## config.mk

```make
export PLATFORM = sky130hd
export DESIGN_NAME = fabric_traffic_monitor
export DESIGN_NICKNAME = d
export VERILOG_FILES = /design/src/rtl/ftm_pkg.sv /design/src/rtl/ftm_ctrl_fsm.sv /design/src/rtl/ftm_class_qual.sv /design/src/rtl/ftm_counter.sv /design/src/rtl/fabric_traffic_monitor.sv
export SDC_FILE = /design/constraint.sdc
export NUM_CORES = 1
export LEC_CHECK = 0
export ABC_AREA = 1
export BUFFER_PORTS_ARGS = -buffer_cell sky130_fd_sc_hd__buf_2
export CAP_MARGIN = 20
export CORE_ASPECT_RATIO = 1.75
export CORE_MARGIN = 10
export CORE_UTILIZATION = 30
export DETAILED_ROUTE_END_ITERATION = 12
export GPL_ROUTABILITY_DRIVEN = 0
export REMOVE_ABC_BUFFERS = 1
export SKIP_CTS_REPAIR_TIMING = 1
export SLEW_MARGIN = 20
export SYNTH_ARGS = -nofsm -noshare
export SYNTH_HDL_FRONTEND = slang
export SYNTH_SLANG_ARGS = --single-unit
```

## constraint.sdc

```tcl
create_clock -name clk -period 4.8 [get_ports clk]
set_clock_uncertainty 0.15 [all_clocks]
set_input_delay 0.48 -clock clk [delete_from_list [all_inputs] [get_ports clk]]
set_output_delay 0.48 -clock clk [all_outputs]
set_load 0.01 [all_outputs]
```

## src/rtl/ftm_pkg.sv

```systemverilog
package ftm_pkg;
    localparam int NUM_SRC   = 3;
    localparam int NUM_DST   = 4;
    localparam int CLS_W     = 2;
    localparam int CFG_W     = 9;
    localparam int SRC_LSB   = 0;
    localparam int DST_LSB   = SRC_LSB + NUM_SRC;
    localparam int RUN_BIT   = DST_LSB + NUM_DST;
    localparam int CLR_BIT   = RUN_BIT + 1;
    localparam int NUM_CNT   = 5;
    localparam int SEL_W     = 3;

    localparam int IDX_RDREQ  = 0;
    localparam int IDX_WRREQ  = 1;
    localparam int IDX_RDBYTE = 2;
    localparam int IDX_WRBYTE = 3;
    localparam int IDX_CYCLE  = 4;

    typedef enum logic {
        ST_IDLE = 1'b0,
        ST_RUN  = 1'b1
    } mon_state_e;
endpackage

```

## src/rtl/ftm_ctrl_fsm.sv

```systemverilog
module ftm_ctrl_fsm
    import ftm_pkg::*;
(
    input  logic clk,
    input  logic rst_n,
    input  logic cfg_we,
    input  logic cfg_run,
    input  logic cfg_clr,
    output logic count_en,
    output logic clr_pulse
);
    mon_state_e state_q;
    mon_state_e state_d;

    always_ff @(posedge clk) begin
        if (!rst_n) state_q <= ST_IDLE;
        else        state_q <= state_d;
    end

    always_comb begin
        state_d = state_q;
        unique case (state_q)
            ST_IDLE: if (cfg_we && cfg_run)  state_d = ST_RUN;
            ST_RUN:  if (cfg_we && !cfg_run) state_d = ST_IDLE;
        endcase
    end

    always_comb begin
        clr_pulse = cfg_we && cfg_clr;
        unique case (state_q)
            ST_IDLE: count_en = 1'b0;
            ST_RUN:  count_en = 1'b1;
        endcase
    end

    // the run bit takes effect at the edge of the write
    assert_start_R12: assert property (@(posedge clk) disable iff (!rst_n)
        (cfg_we && cfg_run) |=> count_en);
    assert_stop_R12: assert property (@(posedge clk) disable iff (!rst_n)
        (cfg_we && !cfg_run) |=> !count_en);
    assert_keep_R9: assert property (@(posedge clk) disable iff (!rst_n)
        !cfg_we |=> $stable(count_en));
endmodule

```

## src/rtl/ftm_class_qual.sv

```systemverilog
module ftm_class_qual
    import ftm_pkg::*;
(
    input  logic               clk,
    input  logic               rst_n,
    input  logic               vld,
    input  logic [CLS_W-1:0]   src,
    input  logic [CLS_W-1:0]   dst,
    input  logic [NUM_SRC-1:0] src_en,
    input  logic [NUM_DST-1:0] dst_en,
    output logic               hit
);
    logic src_ok;
    logic dst_ok;

    always_comb begin
        src_ok = (src_en == '0);
        for (int i = 0; i < NUM_SRC; i++) begin
            if (int'(src) == i && src_en[i]) src_ok = 1'b1;
        end
        dst_ok = (dst_en == '0);
        for (int j = 0; j < NUM_DST; j++) begin
            if (int'(dst) == j && dst_en[j]) dst_ok = 1'b1;
        end
        hit = vld && src_ok && dst_ok;
    end

    // empty enable groups let every request through
    assert_open_R6: assert property (@(posedge clk) disable iff (!rst_n)
        (vld && src_en == '0 && dst_en == '0) |-> hit);
    // reserved source code is blocked once any source bit is set
    assert_rsvd_R6: assert property (@(posedge clk) disable iff (!rst_n)
        (src_en != '0 && int'(src) >= NUM_SRC) |-> !hit);
    // nothing counts without a request
    assert_needvld_R8: assert property (@(posedge clk) disable iff (!rst_n)
        !vld |-> !hit);
endmodule

```

## src/rtl/ftm_counter.sv

```systemverilog
module ftm_counter #(
    parameter int CNT_W = 32,
    parameter int INC_W = 8,
    parameter bit SAT   = 1'b1
) (
    input  logic             clk,
    input  logic             rst_n,
    input  logic             clr,
    input  logic             en,
    input  logic [INC_W-1:0] inc,
    output logic [CNT_W-1:0] cnt
);
    localparam int SUM_W = CNT_W + 1;

    logic [SUM_W-1:0] sum;
    logic [CNT_W-1:0] nxt;

    always_comb begin
        sum = {1'b0, cnt} + SUM_W'(inc);
        if (SAT && sum[CNT_W]) nxt = '1;
        else                   nxt = sum[CNT_W-1:0];
    end

    always_ff @(posedge clk) begin
        if (!rst_n)   cnt <= '0;
        else if (clr) cnt <= '0;
        else if (en)  cnt <= nxt;
    end

    assert_clear_R10: assert property (@(posedge clk) disable iff (!rst_n)
        clr |=> (cnt == '0));
    assert_hold_R9: assert property (@(posedge clk) disable iff (!rst_n)
        (!clr && !en) |=> $stable(cnt));
    assert_stick_R11: assert property (@(posedge clk) disable iff (!rst_n)
        (SAT && !clr && cnt == '1) |=> (cnt == '1));
    assert_wrap_R11: assert property (@(posedge clk) disable iff (!rst_n)
        (!SAT && en && !clr) |=> (cnt == $past(cnt) + CNT_W'($past(inc))));
endmodule

```

## src/rtl/fabric_traffic_monitor.sv

```systemverilog
module fabric_traffic_monitor
    import ftm_pkg::*;
#(
    parameter int CNT_W    = 32,
    parameter int BYTE_W   = 8,
    parameter bit SATURATE = 1'b1
) (
    input  logic              clk,
    input  logic              rst_n,
    input  logic              cfg_we,
    input  logic [8:0]        cfg_wdata,
    input  logic              rd_vld,
    input  logic [BYTE_W-1:0] rd_len,
    input  logic [1:0]        rd_src,
    input  logic [1:0]        rd_dst,
    input  logic              wr_vld,
    input  logic [BYTE_W-1:0] wr_len,
    input  logic [1:0]        wr_src,
    input  logic [1:0]        wr_dst,
    input  logic [2:0]        cnt_sel,
    output logic [CNT_W-1:0]  cnt_rdata
);
    logic [NUM_SRC-1:0] src_en_q;
    logic [NUM_DST-1:0] dst_en_q;
    logic               count_en;
    logic               clr_pulse;
    logic               rd_hit;
    logic               wr_hit;
    logic [BYTE_W-1:0]  inc_v [NUM_CNT];
    logic [CNT_W-1:0]   cnt_q [NUM_CNT];

    always_ff @(posedge clk) begin
        if (!rst_n) begin
            src_en_q <= '0;
            dst_en_q <= '0;
        end else if (cfg_we) begin
            src_en_q <= cfg_wdata[SRC_LSB +: NUM_SRC];
            dst_en_q <= cfg_wdata[DST_LSB +: NUM_DST];
        end
    end

    ftm_ctrl_fsm u_ctrl (
        .clk       (clk),
        .rst_n     (rst_n),
        .cfg_we    (cfg_we),
        .cfg_run   (cfg_wdata[RUN_BIT]),
        .cfg_clr   (cfg_wdata[CLR_BIT]),
        .count_en  (count_en),
        .clr_pulse (clr_pulse)
    );

    ftm_class_qual u_rd_qual (
        .clk (clk), .rst_n (rst_n), .vld (rd_vld),
        .src (rd_src), .dst (rd_dst),
        .src_en (src_en_q), .dst_en (dst_en_q), .hit (rd_hit)
    );

    ftm_class_qual u_wr_qual (
        .clk (clk), .rst_n (rst_n), .vld (wr_vld),
        .src (wr_src), .dst (wr_dst),
        .src_en (src_en_q), .dst_en (dst_en_q), .hit (wr_hit)
    );

    always_comb begin
        inc_v[IDX_RDREQ]  = BYTE_W'(rd_hit);
        inc_v[IDX_WRREQ]  = BYTE_W'(wr_hit);
        inc_v[IDX_RDBYTE] = rd_hit ? rd_len : '0;
        inc_v[IDX_WRBYTE] = wr_hit ? wr_len : '0;
        inc_v[IDX_CYCLE]  = BYTE_W'(1);
    end

    for (genvar k = 0; k < NUM_CNT; k++) begin : g_cnt
        ftm_counter #(
            .CNT_W (CNT_W),
            .INC_W (BYTE_W),
            .SAT   (SATURATE)
        ) u_cnt (
            .clk   (clk),
            .rst_n (rst_n),
            .clr   (clr_pulse),
            .en    (count_en),
            .inc   (inc_v[k]),
            .cnt   (cnt_q[k])
        );
    end

    always_comb begin
        cnt_rdata = '0;
        for (int k = 0; k < NUM_CNT; k++) begin
            if (int'(cnt_sel) == k) cnt_rdata = cnt_q[k];
        end
    end

    // an unqualified read leaves the read-request total alone
    assert_rdquiet_R3: assert property (@(posedge clk) disable iff (!rst_n)
        (!clr_pulse && !rd_hit) |=> $stable(cnt_q[IDX_RDREQ]));
    // same for writes
    assert_wrquiet_R4: assert property (@(posedge clk) disable iff (!rst_n)
        (!clr_pulse && !wr_hit) |=> $stable(cnt_q[IDX_WRREQ]));
    // a running saturating cycle total is never zero after an edge
    assert_cycle_R2: assert property (@(posedge clk) disable iff (!rst_n)
        (SATURATE && count_en && !clr_pulse) |=> (cnt_q[IDX_CYCLE] != '0));
    // unused selects read zero
    assert_sel_R12: assert property (@(posedge clk) disable iff (!rst_n)
        (int'(cnt_sel) >= NUM_CNT) |-> (cnt_rdata == '0));
endmodule

```

==> impl_metrics.ini, run 1 <==
[floorplanning]
rows = 96
fp.dieW_um = 171
initial_core_util = 0.303
pin_count = 73
die_h_um = 283
die_area_um2 = 48300
coreArea_um2 = 39300

[synthesis]
ys_async_sr_fraction = 0
ys_warn_count = 0
ys_seq_area_frac = 0.283
ys_types = 46
synth_top_area_frac = 0.283
synth_area_leaders = dfxtp_1 28%, nand2_1 17%, inv_1 9.6%
yosysTopAreaCell = dfxtp_1
yosys-top-cells-count = 534 x nand2_1, 303 x inv_1, 196 x nand3_1
synth_edf_count = 0
synth_ff_type = dfxtp_1
synth_seq_cells = 168
yosysMostFrequentCell = nand2_1
syn_inst = 1955
syn_area_per_cell_um2 = 6.09
syn_area_um2 = 11900

[status]
status = finished clean

[clock_tree]
path_clk_slew_ns = 0.08
clk_latency_ns = 0.46
cts_tree = done
clock_sinks = 168
cts_buffers = 17
clockBufferDepth = 2
cts_root_buf = clkbuf_16
htreeDepth = 4

[setup_path]
crit_type = flip-flop to flip-flop
critPathMaxFanout = 18
critPathArrivalTime_ns = 3.78
required_ns = 5.05
reg2reg_setup_slack_ns = 1.27
start_kind = flip-flop
endpoint_kind = flip-flop

[power]
swShare = 0.282
power_frac_comb = 0.069
seq_power_share = 0.465
power_frac_clock = 0.465
pwr_density_cell_nw_per_um2 = 234
cellLeakagePower_nw = 5.75
p_int_mw = 2.22
power.switching_mw = 0.872
p_total_mw = 3.09
peakVddDrop_v = 0.000258

[layout]
nFillCells = 4313
drive_gt1_frac = 0.0918
final_nets = 2056
antenna-diode-count = 0
area_growth_pct = 11.3
multiInputGateArea_um2 = 7070
seqCellArea_um2 = 3370

[drt]
routedWlPerCell_um = 16.8
routed_via_density = 5.04
ant_nets = 0
dr.pass1.iters = 5
drc_errors = 0
wl_mm = 41.9
num_vias = 12600
drt-initial-drc-count = 713

[sta]
slew_headroom = 0.365
worst_slew_pin_slew_ns = 0.950
period_minus_slack_ns = 3.53
tns_ns = 0
rsz0062_at_grt = no
max_clock_freq_mhz = 284
slew_viol_final = 0
hold_viol = 0
period_share = 0.735
setup_viol = 0

[run]
maxCapViolCount = 0

[grt]
grt_pass1_vias = 12300
grt_max_degree = 72
overflow = 0
grt_pass1_wl_mm = 64.7
track_usage = 0.172
antenna_found_initial = 0

[placed_design]
post-dp-hpwl_mm = 32.9
io_buffers = 72

[min_path]
hold_path.class = input port to flip-flop
==> flip-flops by register name (all words and copies together), names as in the netlist, named ones only <==
name / flops
src_en_q: 3
dst_en_q: 4
g_cnt.u_cnt.cnt: 160
==> per-stage QoR <==
stage	cells	hold WS (ns)	utilization	area [µm²]	setup slack, ns
2_1_floorplan	1894	0.308	-	11600	1.15
6_report	2495	0.0964	0.337	13200	1.27
4_1_cts	2495	0.0897	0.337	13200	1.20
5_1_grt	2495	0.0977	0.337	13200	0.796
3_5_place_dp	2463	0.343	0.322	12600	0.998
3_3_place_gp	2463	0.339	0.322	12600	1.10
==> metal layers <==
layer / vias up / global-route usage / routed length (µm)
met5: - / 0 / 0
met4: 0 / 0.135 / 3350
met3: 150 / 0.0241 / 1760
met2: 388 / 0.322 / 22200
met1: 5706 / 0.160 / 14600
li1: 6331 / - / -
==> cells by family (layout without fill, tap and decap cells) <==
group                    after synthesis  after routing  share of synthesized area
AO/OA/AOI/OAI                        248            248                      0.117
XOR/XNOR                              64             64                     0.0471
adder cells (fa/ha/maj)               23             23                     0.0254
buffers and inverters                372            422                      0.125
flip-flops                           168            168                      0.283
multiplexers                           1              1                   0.000841
AND/OR/NAND/NOR                     1079           1079                      0.403
==> placed cells by master (no fill, tap or decap), types with 21 or more instances in the layout <==
master   Yosys  routed
dfxtp_1    168     167
nand3_1    196     196
o21ai_0     54      54
ha_1        21      21
a21oi_1    123     123
nand4_1     52      52
o22ai_1     32      32
xor2_1      54      54
nand2_1    534     534
inv_1      303     303
nor2_1     191     190
nor3_1      47      46
buf_2       15      72
==> power by group through the flow <==
| stage | clock network (mW) | logic (mW) | registers [mW] |
|---|---|---|---|
| finish | 1.44 | 0.214 | 1.44 |
| global route | 1.52 | 0.242 | 1.44 |
| CTS | 1.46 | 0.215 | 1.44 |
| detailed placement | 0 | 0.215 | 1.47 |
| global placement | 0 | 0.212 | 1.47 |
| floorplan | 0 | 0.129 | 1.46 |
==> layout make-up <==
class	instances	share of cell area
Inverter	311	0.0885
Multi-Input combinational cell	1415	0.534
Clock buffer	17	0.0321
Sequential cell	168	0.254
Timing Repair Buffer	79	0.0312
Clock inverter	15	0.0135
Tap cell	490	0.0463
==> critical path, stage by stage, from the launching register on <==
cell and delay (ns):
dfxtp_1 0.31, inv_1 0.07, nand2_1 0.06, o21ai_0 0.07, o221ai_1 0.16, nand2_1 0.07
nor2_1 0.49, inv_1 0.27, nor2_1 0.16, ha_1 0.19, fa_1 0.22, nand2_1 0.07
nand2_1 0.11, nand3_1 0.10, nand2_2 0.13, nand3_2 0.13, nor2_4 0.18, nand3_4 0.23
nand3_1 0.15, nand2_1 0.06, inv_1 0.07
==> worst paths after layout <==
kind | cells after the start | endpoint | from
hold reg to reg | 2 | dst_en_q[2] | dst_en_q[2]
setup reg to reg | 20 | g_cnt[2].u_cnt.cnt[30] | src_en_q[1]
hold / removal | 3 | src_en_q[2] | cfg_wdata[2]
setup / recovery | 20 | g_cnt[2].u_cnt.cnt[30] | src_en_q[1]
Power figures use the tool's default switching activity.
==> run 2: changes to the inputs <==
==> constraint.sdc (replaced) <==
create_clock -name clk -period 3.7 [get_ports clk]
set_clock_uncertainty 0.15 [all_clocks]
set_input_delay 0.37 -clock clk [delete_from_list [all_inputs] [get_ports clk]]
set_output_delay 0.37 -clock clk [all_outputs]
set_load 0.01 [all_outputs]
==> run 2 against run 1 <==
Effect of this change: global-route usage rose by 0.087 points; wire length rose by 0.35%; the run now ends with negative hold slack left; clock power rose by 33%; final area rose by 0.56%; die area did not move; sequential cell count did not move; largest power group is now clock; sequential power rose by 28%.
==> impl_metrics.ini, run 2 (same netlist as run 1, synthesis figures left out) <==
[grt]
grt_max_degree = 97
track_usage = 0.173
grt_pass1_wl_mm = 65.6
grt_pass1_vias = 12600
antenna_found_initial = 0
overflow = 0

[setup_path]
crit_slowest_cell = ha_1
required_ns = 3.95
worstPathCellList = inv_1, a21oi_1, o21ai_0, nand2_1, a31oi_1, nor2_1, buf_4, inv_1, buf_4, nor2_1, ha_1, nand2_1, nand2_1, nand3_1, nand2_2, nand3_2, nor2_4, nand3_4, nand3_1, nand2_1, inv_1
critPathMaxFanout = 18
slowest_delay_ns = 0.32
cpMostUsedCell = nand2_1
endpoint_kind = flip-flop
crit_type = flip-flop to flip-flop
critPathArrivalTime_ns = 3.37
start_kind = flip-flop

[clock_tree]
htreeDepth = 4
clk_latency_ns = 0.46
clockBufferDepth = 2
clock_sinks = 168
cts_root_buf = clkbuf_16
cts_buffers = 17
cts_tree = done
path_clk_slew_ns = 0.07

[layout]
largestRegisters = g_cnt.u_cnt.cnt x160, dst_en_q x4, src_en_q x3
finalNonFillerCells = 2503
layout_commonest_cell = nand2_1
seqCellArea_um2 = 3370
final_nets = 2064
area_growth_pct = 11.9
multiInputGateArea_um2 = 7070
drive_gt1_frac = 0.0954
finish.instance_area_um2 = 13300
nFillCells = 4257
regMostFlops = g_cnt.u_cnt.cnt
antenna-diode-count = 0
largest_register_ffs = 160
layout_common_cells = 534 x nand2_1, 303 x inv_1, 196 x nand3_1

[drt]
dr.pass1.iters = 6
wl_mm = 42.1
routedWlPerCell_um = 16.8
num_vias = 12800
ant_nets = 0
routed_via_density = 5.11
drc_errors = 0
drt-initial-drc-count = 740

[floorplanning]
pin_count = 73
die_h_um = 283
initial_core_util = 0.303
coreArea_um2 = 39300
fp.dieW_um = 171
die_area_um2 = 48300
rows = 96

[sta]
rsz0062_at_grt = no
setup_viol = 0
max_clock_freq_mhz = 321
period_share = 0.843
hold_viol = 2
fin_hold_ws_ns = -0.0111
slew_viol_final = 0
slew_headroom = 0.457
period_minus_slack_ns = 3.12
tns_ns = 0
worst_slew_pin_slew_ns = 0.811

[placed_design]
post_dp_cell_area_um2 = 12700
post-dp-hpwl_mm = 32.9
place_inst = 2471
io_buffers = 72

[status]
status = complete, but fails checks
violations = negative hold slack

[power]
p_total_mw = 4.07
peakVddDrop_v = 0.000324
cellLeakagePower_nw = 5.80
pwr_density_cell_nw_per_um2 = 306

[run]
maxCapViolCount = 0

[min_path]
hold_path.class = input port to flip-flop
[run 2: changes by cell type in the layout (fill, tap and decap cells not counted), moves of 2 or more]
cell / delta
clkinv_8: -2
clkinv_2: +3
bufinv_16: +2
buf_4: +7
inv_8: -3
[run 2: power breakdown]
part	total, mW	switching, mW	internal (mW)
logic	0.300	0.210	0.0901
clock network	1.92	0.832	1.08
registers	1.85	0.0250	1.83
[run 2: layout make-up]
cell class / count / area share
clock buffer: 18 / 0.0330
clock inverter: 14 / 0.0129
multi-input combinational: 1415 / 0.531
tap: 490 / 0.0460
inverter: 311 / 0.0880
timing repair buffer: 87 / 0.0365
sequential: 168 / 0.253
[run 2: layer usage]
metal  track usage  wire (µm)  share of wire
met2         0.324      22400           0.53
met4         0.133       3160          0.075
met1         0.162      14600           0.35
met5             0          0              0
met3        0.0248       1860          0.044
[run 2: per-stage QoR]
step,worst slack (ns),hold slack [ns],util
after floorplan,0.0486,0.308,-
after global placement,0.435,0.338,0.323
after detailed placement,0.406,0.342,0.323
after CTS,0.543,-0.0292,0.339
after global routing,0.218,0.00298,0.339
final,0.580,-0.0111,0.339
[run 2: worst paths after layout]
kind	from	end	slack [ns]	depth (start not counted)
setup / recovery	dst_en_q[0]	g_cnt[2].u_cnt.cnt[19]	0.58	21
hold reg to reg	dst_en_q[2]	dst_en_q[2]	0.35	2
setup reg to reg	dst_en_q[0]	g_cnt[2].u_cnt.cnt[19]	0.58	21
hold / removal	cfg_wdata[0]	src_en_q[0]	-0.01	3
[run 2: critical path: cells and delay by family, from the launching register on]
family          cells  cell delay [ns]
simple gates       12             1.39
buf+inv             5             0.60
fa+ha+maj           1             0.32
flops               1             0.30
compound gates      3             0.29
==> run 3: changes to the inputs <==
--- a/config.mk
+++ b/config.mk
@@ -5,7 +5,7 @@
 export SDC_FILE = /design/constraint.sdc
 export NUM_CORES = 1
 export LEC_CHECK = 0
-export ABC_AREA = 1
+export ABC_AREA = 0
 export BUFFER_PORTS_ARGS = -buffer_cell sky130_fd_sc_hd__buf_2
 export CAP_MARGIN = 20
 export CORE_ASPECT_RATIO = 1.75
==> constraint.sdc (replaced) <==
create_clock -name clk -period 3.2 [get_ports clk]
set_clock_uncertainty 0.15 [all_clocks]
set_input_delay 0.32 -clock clk [delete_from_list [all_inputs] [get_ports clk]]
set_output_delay 0.32 -clock clk [all_outputs]
set_load 0.01 [all_outputs]
==> run 3 against run 2 <==
Effect of this change: the flow finishes with violations (negative hold slack, negative setup slack); combinational power up 49%; synthesized area down 19%; power up 14%; sequential cell count unchanged; global-route usage down 2.7 points; synthesized cell count down 41%; critical path type unchanged; largest cell class unchanged; largest power group is now sequential cells.
==> impl_metrics.ini, run 3 <==
[status]
status = complete, but fails checks
violations = negative hold slack, negative setup slack

[synthesis]
synth_xor_area_frac = 0.0979
post_synth_and_or_nand_nor_area_fraction = 0.217
synth_fa_ha_area_frac = 0.0313
ys_warn_count = 0
synth_top_family_by_area = simple AND/OR/NAND/NOR gates
syn_area_um2 = 9660
synth_area_leaders = dfxtp_1 35%, a21oi_1 6.2%, xor2_1 5.0%
synth_seq_cells = 168
synth_edf_count = 0
yosys-top-cells-count = 168 x dfxtp_1, 120 x a21oi_1, 85 x nor2_1
yosysTopAreaCell = dfxtp_1
ys_async_sr_fraction = 0
yosysMostFrequentCell = dfxtp_1
syn_inst = 1155
synthMuxAreaShare = 0.0720
synth_top_area_frac = 0.348
ys_types = 56
synth-compound-area-share = 0.197
ys_seq_area_frac = 0.348
syn_area_per_cell_um2 = 8.37
synth_ff_type = dfxtp_1

[power]
p_total_mw = 4.66
seq_power_share = 0.459
power_frac_clock = 0.446
p_int_mw = 3.52
peakVddDrop_v = 0.000278
pwr_density_cell_nw_per_um2 = 374
swShare = 0.245
power.switching_mw = 1.14
power_frac_comb = 0.096
cellLeakagePower_nw = 4.41

[setup_path]
worstPathCellList = or3_4, o221ai_4, o211a_4, ha_4, ha_4, nand3_4, or4_4, or3_4, nor3_4, buf_6, a31oi_1, a311oi_1
cp.buffers_inverters = 1
critPathArrivalTime_ns = 3.58
required_ns = 3.41
crit_family = simple AND/OR/NAND/NOR gates
critPathMaxFanout = 7
start_kind = flip-flop
crit_slowest_cell = or4_4
endpoint_kind = flip-flop
slowest_delay_ns = 0.55
crit_type = flip-flop to flip-flop

[floorplanning]
fp.dieW_um = 156
rows = 86
die_area_um2 = 40100
pin_count = 73
initial_core_util = 0.305
coreArea_um2 = 31600
die_h_um = 257

[sta]
hold_viol = 4
slew_viol_final = 0
max_clock_freq_mhz = 297
setup_viol = 74
rsz0062_at_grt = yes
worst_slew_pin_slew_ns = 0.821
fin_hold_ws_ns = -0.0209
period_share = 1.05
slew_headroom = 0.448
setup_ws_ns = -0.170
period_minus_slack_ns = 3.37

[layout]
layout_commonest_cell = dfxtp_1
drive_gt1_frac = 0.277
regMostFlops = g_cnt.u_cnt.cnt
final_nets = 1360
largest_register_ffs = 160
antenna-diode-count = 0
layout_common_cells = 161 x dfxtp_1, 109 x a21oi_1, 99 x buf_4
finish.instance_area_um2 = 12500
largestRegisters = g_cnt.u_cnt.cnt x160, dst_en_q x4, src_en_q x3
area_growth_pct = 29.0

[min_path]
hold_path.class = input port to flip-flop

[clock_tree]
clk_latency_ns = 0.45
htreeDepth = 4
clockBufferDepth = 2
clock_sinks = 168
cts_tree = done
path_clk_slew_ns = 0.06
cts_buffers = 17
cts_root_buf = clkbuf_16

[placed_design]
post-dp-hpwl_mm = 23.1
pre_cts_slack_ns = -0.538
io_buffers = 72
post_dp_cell_area_um2 = 11100

[drt]
ant_nets = 0
num_vias = 9277
drt-initial-drc-count = 492
wl_mm = 31.3
routedWlPerCell_um = 18.4
drc_errors = 0
dr.pass1.iters = 5
routed_via_density = 5.44

[run]
maxCapViolCount = 0

[grt]
overflow = 0
grt_pass1_vias = 9156
track_usage = 0.146
grt_max_degree = 49
antenna_found_initial = 0
grt_pass1_wl_mm = 46.9
==> run 3: changes by cell type after synthesis, moves of 15 or more <==
| cell | previous run | this run |
|---|---|---|
| nand4_1 | 52 | 28 |
| nand2_1 | 534 | 84 |
| nand3_1 | 196 | 55 |
| nor2_1 | 191 | 85 |
| clkbuf_1 | 34 | 60 |
| xnor2_1 | 10 | 53 |
| mux2i_1 | 1 | 47 |
| a22oi_1 | 0 | 24 |
| and2_1 | 4 | 27 |
| nor3_1 | 47 | 32 |
| and3_1 | 0 | 29 |
| inv_1 | 303 | 20 |
==> run 3: layout make-up <==
type	instances	area [µm²]
fill	3177	19200
multi-input combinational	900	6620
sequential	168	3370
timing repair buffer	189	1330
tap	396	495
clock buffer	24	482
clock inverter	8	95.1
inverter	20	75.1
==> run 3: worst min-delay path: cells and delay by family <==
family	cells	cell delay [ns]
simple gates	1	0.09
buf+inv	1	0.07
mux	1	0.05
==> run 3: cells by family (layout without fill, tap and decap cells) <==
kind of cell               count (synthesis)  count (layout)
adders and majority gates                 23              23
AOI/OAI and AO/OA                        301             303
DFF                                      168             168
muxes                                     57              57
xor gates and xnor gates                 108             108
buffers and inverters                     90             241
and+or+nand+nor                          408             409
==> run 3: power groups by stage <==
stage | Sequential (mW) | Clock, mW | Combinational, mW
2_1_floorplan | 2.17 | 0 | 0.170
3_3_place_gp | 2.17 | 0 | 0.350
3_5_place_dp | 2.17 | 0 | 0.355
4_1_cts | 2.13 | 2.12 | 0.356
5_1_grt | 2.14 | 2.20 | 0.479
6_report | 2.14 | 2.08 | 0.447
==> run 3: final timing paths <==
| check | startpoint | slack (ns) | cells past startpoint | to |
|---|---|---|---|---|
| hold / removal | cfg_wdata[1] | -0.02 | 3 | src_en_q[1] |
| setup / recovery | src_en_q[2] | -0.17 | 12 | g_cnt[1].u_cnt.cnt[28] |
| hold reg to reg | src_en_q[1] | 0.38 | 2 | src_en_q[1] |
| setup reg to reg | src_en_q[2] | -0.17 | 12 | g_cnt[1].u_cnt.cnt[28] |
==> run 3: stage by stage <==
step	utilization	TNS [ns]	instances
finish	0.394	-6.17	1705
global placement	0.350	-27.73	1654
CTS	0.368	-25.68	1686
global route	0.394	-13.87	1705
floorplan	-	-17.38	1085
detailed placement	0.350	-30.90	1654
==> run 3: layer usage <==
metal	global-route usage	vias to the layer above	wire [µm]
li1	-	4508	-
met1	0.137	4555	11400
met2	0.290	157	18100
met3	0.0247	57	756
met4	0.0694	0	1100
met5	0	-	0
